===== config.mk =====
export PLATFORM = sky130hd
export DESIGN_NAME = pbus_port
export DESIGN_NICKNAME = d
export VERILOG_FILES = /design/src/rtl/pbus_pkg.sv /design/src/rtl/pbus_sampler.sv /design/src/rtl/pbus_seq.sv /design/src/rtl/pbus_rdmux.sv /design/src/rtl/pbus_port.sv
export SDC_FILE = /design/constraint.sdc
export NUM_CORES = 1
export LEC_CHECK = 0
export BUFFER_PORTS_ARGS = -buffer_cell sky130_fd_sc_hd__buf_4
export CAP_MARGIN = 40
export CORE_ASPECT_RATIO = 2
export CORE_MARGIN = 2
export CORE_UTILIZATION = 30
export DETAILED_ROUTE_END_ITERATION = 7
export GPL_TIMING_DRIVEN = 0
export PLACE_DENSITY_LB_ADDON = 0.15
export SYNTH_ARGS = -nofsm -noshare
export SYNTH_HDL_FRONTEND = slang
export SYNTH_SLANG_ARGS = --single-unit

===== constraint.sdc =====
create_clock -name clk -period 1.55 [get_ports clk]
set_input_delay 0.31 -clock clk [delete_from_list [all_inputs] [get_ports clk]]
set_output_delay 0.31 -clock clk [all_outputs]
set_load 0.03 [all_outputs]

===== src/rtl/pbus_pkg.sv =====
package pbus_pkg;
  localparam int unsigned BYTE_W = 8;
  localparam int unsigned NIB_W  = BYTE_W / 2;

  typedef enum logic {PH_HI = 1'b0, PH_LO = 1'b1} phase_e;

  typedef struct packed {
    logic              rw;
    logic              rs;
    logic [BYTE_W-1:0] d;
  } bus_smp_t;
endpackage


===== src/rtl/pbus_sampler.sv =====
module pbus_sampler
  import pbus_pkg::*;
#(
  parameter int unsigned SYNC = 2
) (
  input  logic              clk,
  input  logic              rst_n,
  input  logic              bus_e,
  input  logic              bus_rw,
  input  logic              bus_rs,
  input  logic [BYTE_W-1:0] bus_din,
  output logic              e_hi,
  output logic              e_rise,
  output logic              e_fall,
  output bus_smp_t          cur,
  output bus_smp_t          held
);
  localparam int unsigned DEPTH = SYNC + 1;

  logic [DEPTH-1:0] e_pipe;
  bus_smp_t         s_pipe [DEPTH];

  // Lines travel beside enable so a falling edge pairs with data seen while high
  always_ff @(posedge clk or negedge rst_n) begin
    if (!rst_n) begin
      e_pipe <= '0;
      for (int i = 0; i < DEPTH; i++) s_pipe[i] <= '0;
    end else begin
      e_pipe    <= {e_pipe[DEPTH-2:0], bus_e};
      s_pipe[0] <= '{rw: bus_rw, rs: bus_rs, d: bus_din};
      for (int i = 1; i < DEPTH; i++) s_pipe[i] <= s_pipe[i-1];
    end
  end

  assign e_hi   = e_pipe[SYNC-1];
  assign e_rise = e_pipe[SYNC-1] & ~e_pipe[SYNC];
  assign e_fall = ~e_pipe[SYNC-1] & e_pipe[SYNC];
  assign cur    = s_pipe[SYNC-1];
  assign held   = s_pipe[SYNC];
endmodule


===== src/rtl/pbus_seq.sv =====
module pbus_seq
  import pbus_pkg::*;
(
  input  logic              clk,
  input  logic              rst_n,
  input  logic              mode_ld,
  input  logic              mode_nib,
  input  logic              e_fall,
  input  bus_smp_t          held,
  output logic              mode4,
  output phase_e            phase,
  output logic              emit,
  output logic [BYTE_W-1:0] emit_data,
  output logic              emit_rs
);
  logic             mode_q;
  phase_e           phase_q;
  logic [NIB_W-1:0] hi_q;
  logic             mode_chg, step;

  assign mode_chg  = mode_ld && (mode_nib != mode_q);
  assign step      = e_fall && !mode_chg;
  assign emit      = step && !held.rw && (!mode_q || phase_q == PH_LO);
  assign emit_data = mode_q ? {hi_q, held.d[BYTE_W-1 -: NIB_W]} : held.d;
  assign emit_rs   = held.rs;
  assign mode4     = mode_q;
  assign phase     = phase_q;

  always_ff @(posedge clk or negedge rst_n) begin
    if (!rst_n) begin
      mode_q  <= 1'b0;
      phase_q <= PH_HI;
      hi_q    <= '0;
    end else begin
      if (mode_ld) mode_q <= mode_nib;
      if (mode_chg || !mode_q)
        phase_q <= PH_HI;
      else if (step)
        phase_q <= (phase_q == PH_HI) ? PH_LO : PH_HI;
      if (step && mode_q && phase_q == PH_HI && !held.rw)
        hi_q <= held.d[BYTE_W-1 -: NIB_W];
    end
  end


  phase_rewind_chk: assert property (@(posedge clk) disable iff (!rst_n)
    mode_chg |=> (phase_q == PH_HI));


  nib_advance_chk: assert property (@(posedge clk) disable iff (!rst_n)
    (step && mode_q && phase_q == PH_HI) |=> (phase_q == PH_LO));
endmodule


===== src/rtl/pbus_rdmux.sv =====
module pbus_rdmux
  import pbus_pkg::*;
(
  input  logic              clk,
  input  logic              rst_n,
  input  logic              e_hi,
  input  logic              e_rise,
  input  bus_smp_t          cur,
  input  logic              mode4,
  input  phase_e            phase,
  input  logic              busy,
  input  logic [BYTE_W-1:0] rd_data,
  output logic [BYTE_W-1:0] bus_dout,
  output logic              bus_doe
);
  logic [BYTE_W-1:0] snap_q, src;
  logic              oe_q;

  assign src = cur.rs ? rd_data : {busy, rd_data[BYTE_W-2:0]};

  always_ff @(posedge clk or negedge rst_n) begin
    if (!rst_n) begin
      snap_q <= '0;
      oe_q   <= 1'b0;
    end else begin
      oe_q <= e_hi && cur.rw;
      if (e_rise && (!mode4 || phase == PH_HI)) snap_q <= src;
    end
  end

  always_comb begin
    if (!mode4)
      bus_dout = snap_q;
    else if (phase == PH_HI)
      bus_dout = {snap_q[BYTE_W-1 -: NIB_W], {NIB_W{1'b1}}};
    else
      bus_dout = {snap_q[NIB_W-1:0], {NIB_W{1'b1}}};
  end
  assign bus_doe = oe_q;


  low_lines_high_chk: assert property (@(posedge clk) disable iff (!rst_n)
    (bus_doe && mode4) |-> (bus_dout[NIB_W-1:0] == {NIB_W{1'b1}}));
endmodule


===== src/rtl/pbus_port.sv =====
module pbus_port
  import pbus_pkg::*;
#(
  parameter int unsigned SYNC = 2
) (
  input  logic              clk,
  input  logic              rst_n,
  input  logic              mode_ld,
  input  logic              mode_nib,
  input  logic              bus_e,
  input  logic              bus_rs,
  input  logic              bus_rw,
  input  logic [BYTE_W-1:0] bus_din,
  output logic [BYTE_W-1:0] bus_dout,
  output logic              bus_doe,
  input  logic              busy,
  input  logic [BYTE_W-1:0] rd_data,
  output logic              wr_valid,
  input  logic              wr_ready,
  output logic [BYTE_W-1:0] wr_data,
  output logic              wr_rs
);
  logic              e_hi, e_rise, e_fall, mode4, emit, emit_rs;
  bus_smp_t          cur, held;
  phase_e            phase;
  logic [BYTE_W-1:0] emit_data;

  pbus_sampler #(.SYNC(SYNC)) u_smp (
    .clk(clk), .rst_n(rst_n), .bus_e(bus_e), .bus_rw(bus_rw), .bus_rs(bus_rs),
    .bus_din(bus_din), .e_hi(e_hi), .e_rise(e_rise), .e_fall(e_fall),
    .cur(cur), .held(held)
  );

  pbus_seq u_seq (
    .clk(clk), .rst_n(rst_n), .mode_ld(mode_ld), .mode_nib(mode_nib),
    .e_fall(e_fall), .held(held), .mode4(mode4), .phase(phase),
    .emit(emit), .emit_data(emit_data), .emit_rs(emit_rs)
  );

  pbus_rdmux u_rd (
    .clk(clk), .rst_n(rst_n), .e_hi(e_hi), .e_rise(e_rise), .cur(cur),
    .mode4(mode4), .phase(phase), .busy(busy), .rd_data(rd_data),
    .bus_dout(bus_dout), .bus_doe(bus_doe)
  );

  always_ff @(posedge clk or negedge rst_n) begin
    if (!rst_n) begin
      wr_valid <= 1'b0;
      wr_data  <= '0;
      wr_rs    <= 1'b0;
    end else if (emit) begin
      wr_valid <= 1'b1;
      wr_data  <= emit_data;
      wr_rs    <= emit_rs;
    end else if (wr_ready) begin
      wr_valid <= 1'b0;
    end
  end


  hold_stream_chk: assert property (@(posedge clk) disable iff (!rst_n)
    (wr_valid && !wr_ready && !emit) |=> (wr_valid && $stable(wr_data) && $stable(wr_rs)));


  strobe_source_chk: assert property (@(posedge clk) disable iff (!rst_n)
    $rose(wr_valid) |-> $past(e_fall));
endmodule


# [Word level (Yosys, flattened, before mapping)]
# Cells that the tools add are included.
[totals] register_bits=58
[classes] n_eq_ne=1 n_mux=9 bitwise_logic=5 reduce_logical=17
[ops] cell="$mux 8" n=4
[ops] cell="$logic_and 1x1->1" n=9
[ops] cell="$mux 1" n=5
[ops] cell="$reduce_bool 2->1" n=2
[ops] cell="$logic_not 1->1" n=3
[ops] cell="$logic_or 1x1->1" n=3
[ops] cell="$not 1->1" n=3
[ops] cell="$and 1x1->1" n=2
[ops] cell="$ne 1x1->1" n=1

# [Logic depth before layout (Yosys ltp)]
[logic_depth] ltp_word=7 mapped_depth=5 mapped_depth_nobuf=4

# [Hierarchy]
# A second synthesis with hierarchy kept.
[unflattened] cells_unflattened=135 hier_area_um2=2197.1
[modules_own_cells] module="pbus_sampler" instances=1 cells_each=55 area_each_um2=991.0 seq_area_each_um2=825.8
[modules_own_cells] module="pbus_rdmux" instances=1 cells_each=29 area_each_um2=425.4 seq_area_each_um2=225.2
[modules_own_cells] module="pbus_port" instances=1 cells_each=22 area_each_um2=409.1 seq_area_each_um2=250.2
[modules_own_cells] module="pbus_seq" instances=1 cells_each=29 area_each_um2=371.6 seq_area_each_um2=150.1

# [Worst setup path before layout]
# No wires, ideal clock.
[synth_timing] path_kind="flip-flop to flip-flop" start="reg u_smp.e_pipe[1]" end="reg u_seq.hi_q[0]" setup_time_ns=0.125 arrival_time_ns=1.480 t_required_ns=1.425 setup_slack_ns=-0.056 stages_incl_launch_ff=6 path_buffers=1 synth_period_minus_slack_ns=1.606 cell_sequence="dfrtp_1 > nor2b_2 > and2b_1 > buf_6 > or3b_4 > mux2_4"
[synth_between] elab_chain_len=6
[synth_lines] element="start, declared" line_no="pbus_sampler.sv:20" text="logic [DEPTH-1:0] e_pipe;"
[synth_lines] element="start signal, assigned" line_no="pbus_sampler.sv:29" text="e_pipe <= {e_pipe[DEPTH-2:0], bus_e};"
[synth_lines] element="$not 1->1" line_no="pbus_sampler.sv:37" text="assign e_fall = ~e_pipe[SYNC-1] & e_pipe[SYNC];"
[synth_lines] element="$and 1x1->1" line_no="pbus_sampler.sv:37"
[synth_lines] element="$logic_and 1x1->1" line_no="pbus_seq.sv:22" text="assign step = e_fall && !mode_chg;"
[synth_lines] element="$logic_and 1x1->1 (3 in series)" line_no="pbus_seq.sv:40" text="if (step && mode_q && phase_q == PH_HI && !held.rw)"
[synth_lines] element="end signal, assigned" line_no="pbus_seq.sv:41" text="hi_q <= held.d[BYTE_W-1 -: NIB_W];"
[synth_lines] element="end, declared" line_no="pbus_seq.sv:18" text="logic [NIB_W-1:0] hi_q;"
# Every way passes these cells.
# A chain may end at the register's enable or synchronous reset.

# [Final worst setup path]
[layout_timing] start="reg u_seq.mode_q, in the netlist u_seq.mode4" end="out bus_dout[7]"
[layout_between] elab_chain_len=1
[layout_lines] element="start, declared" line_no="pbus_seq.sv:16" text="logic mode_q;"
[layout_lines] element="start signal, assigned" line_no="pbus_seq.sv:35" text="if (mode_ld) mode_q <= mode_nib;"
[layout_lines] element="$mux 8" line_no="pbus_rdmux.sv:32" text="if (!mode4)"
[layout_lines] element="end, declared" line_no="pbus_port.sv:14" text="output logic [BYTE_W-1:0] bus_dout,"
# Every way passes these cells.

==> metrics <==
Max IR drop VDD=0.00112 V; Leakage=approximately 1.3 nW; setup tns final=-0.303 ns; DRT Pass-1 Iters=4; CTS Hold Bufs=0; root buffer cell=clkbuf_16; Synth Area in Compound Gates=7.78%; final hold vios=0; commonest non-fill, non-tap cell in the layout=dfrtp_1; post-synth cell types=23; Final WS setup=-0.0760 ns; first-pass GRT wire length=6550 µm; clk_lat worst skew=0.32 ns; cell count after synthesis=between 100 and 150; # DRC=0; simple-gate portion of the synthesized area=4.76%; main combinational cell family by area after synthesis=multiplexers; Synth Net Count=141; RSZ-0062 raised after global routing=yes; Max-cap violations=0; total track usage=12.8%; Worst path max stage delay=0.43 ns; Worst Setup Start Kind=register; layout cells sized above 1=56.0%; die extent in y=118 µm; Final ANT Viol Nets=0; actual slew at the worst max-slew pin=0.705 ns; full die area=just over 0.007 mm²; row count=41; CTS clk-pin slew, worst paths=0.05 ns; Layout Nets=204; CTS tree=yes; slew margin rel.=a little over half; status=finished with violations; Buf/Inv on CP=1; ANT cells=0; Post-Syn Area per Cell=16.8 µm²; Top Ports=44; crit path cell chain=nand2_4 > mux2_4 > buf_6; largest net degree at the start of global routing=59; Final setup violation count=7; GRT overflow=0; Synth Area in XOR/XNOR=0.450%; H-tree depth=3; Critical Path AT=1.32 ns; worst-path fanout max=5; Max Freq=0.615 GHz; initial antenna violation count=0; fin crit share=105%; FF-to-FF setup slack=-0.01 ns; Area Growth Syn to Fin=47.3%; 1st-iter DRT viols=15; most frequent cells in the layout=dfrtp_1 (56), buf_4 (45), buf_6 (10); Worst Path Required=1.24 ns; non-filler instance count after layout=270; post-synthesis sequential area ratio=74.6%; routed via count=about 1200; Placed Instances=245; CP top delay family=flip-flops; die width=60.9 µm; Tmin final=1.63 ns; Crit. End Element=output port; number of vias per cell=around 4.3; vias in the first global route=1387; Num CTS Buffers=9; DP Wirelength=roughly 2500 µm; Pwr Density=1610 mW/mm²; clk_skew=0.00365 ns; clk sinks=58; proportion of synthesized area in mux cells=11.1%; post-DR wirelength/cell=14.4 µm; port bufs=43; Mapped Area=0.00195 mm²; footprint of the multi-input gates=544 µm²; final wirelength=3890 µm; Synth top area share=74.6%; Slew Limit Fails=0; Critical-path top delay cell=dfrtp_2; Worst Hold Class=in2async; Yosys reg bits=58; failing checks=setup timing; largest cells by area after synthesis=dfrtp_1 (75%), mux2_2 (7.5%), a2bb2oi_1 (3.6%); critical setup path kind=reg2out; Core Footprint=between 0.006 and 0.007 mm²; Longest Clk Path Bufs=2; Starting Density=30.8%; register area=0.00145 mm²; Fillers=between 500 and 600; yosys warns=0; Post-Synth Adder-Cell Area=0%; post-synth top area cell=dfrtp_1; GP Congestion=0.657
-- synthesized netlist by cell type --
cell	n
mux2i_1	1
a21boi_2	1
or2_2	4
and2b_1	1
nor2_1	1
nand3_1	1
xnor2_1	1
dfrtp_1	58
buf_6	1
o22ai_1	8
mux2_2	13
inv_1	1
a2bb2oi_1	8
nand2_1	3
and2_1	1
or3b_4	1
buf_2	2
nand3b_1	1
nor2b_2	1
o21ai_0	1
mux2_4	4
a21o_1	2
nand2b_1	1
-- layer usage --
layer | up-vias | share of wire (%) | wire length [µm] | track usage, %
li1 | 539 | - | - | -
met1 | 591 | 35 | 1340 | 13.0
met2 | 33 | 58 | 2260 | 21.0
met3 | 10 | 4.2 | 164 | 3.96
met4 | 0 | 3.0 | 116 | 8.56
met5 | - | 0 | 0 | 0
-- final cells by class --
class | count | area share (%)
Sequential cell | 58 | 50.7
Clock buffer | 9 | 7.86
Clock inverter | 7 | 2.79
Tap cell | 86 | 3.76
Timing Repair Buffer | 55 | 15.7
Inverter | 1 | 0.131
Multi-Input combinational cell | 54 | 19.0
-- logic make-up after synthesis --
family,count (synthesis)
buffers and inverters,4
AO/OA/AOI/OAI,20
XOR/XNOR,1
multiplexers,18
flip-flops,58
AND/OR/NAND/NOR,15
-- metrics by stage --
step	setup slack [ns]	instance area [µm²]	utilization [%]	power, mW	hold WS, ns
floorplan	-0.0555	1950	-	2.26	0.0144
global placement	-0.330	2380	37.7	2.55	0.334
detailed placement	-0.362	2380	37.7	2.58	0.335
CTS	-0.118	2820	44.7	4.64	0.0684
global route	-0.124	2870	45.4	4.81	0.0793
finish	-0.0760	2870	45.4	4.60	0.0374
-- worst paths after layout --
kind	start	to	cells past startpoint
worst min-delay path	rst_n	u_rd.snap_q[2]$_DFFE_PN0P_	1
worst max register to register	u_smp.e_pipe[1]$_DFF_PN0_	u_seq.hi_q[0]$_DFFE_PN0P_	4
worst max-delay path	u_seq.mode4$_DFFE_PN0P_	bus_dout[7]	3
max in group asynchronous	rst_n	u_seq.phase$_DFFE_PN0P_	1
min in group clk	bus_din[0]	u_smp.s_pipe[20]$_DFF_PN0_	1
worst min register to register	u_smp.s_pipe[22]$_DFF_PN0_	u_smp.cur[2]$_DFF_PN0_	0
-- power by group --
part	internal [mW]	total [mW]	switching [mW]
clock	1.25	1.94	0.688
sequential	1.71	1.82	0.115
combinational	0.429	0.843	0.414
-- what timing repair did --
| action | in CTS | in global routing |
|---|---|---|
| cloned | 0 | 0 |
| pin swaps | 6 | 2 |
| setup endpoints to repair | 29 | 20 |
| gates resized for setup | 24 | 6 |
| setup buffers | 9 | 3 |
-- state kept, by name (all words and copies together) (netlist names), 3 cells and up --
name / count
u_smp.cur: 10
u_smp.held: 10
u_smp.s_pipe: 10
u_rd.snap_q: 8
wr_data: 8
u_seq.hi_q: 4
u_smp.e_pipe: 3
No activity file was read; power rests on OpenSTA's default activity.
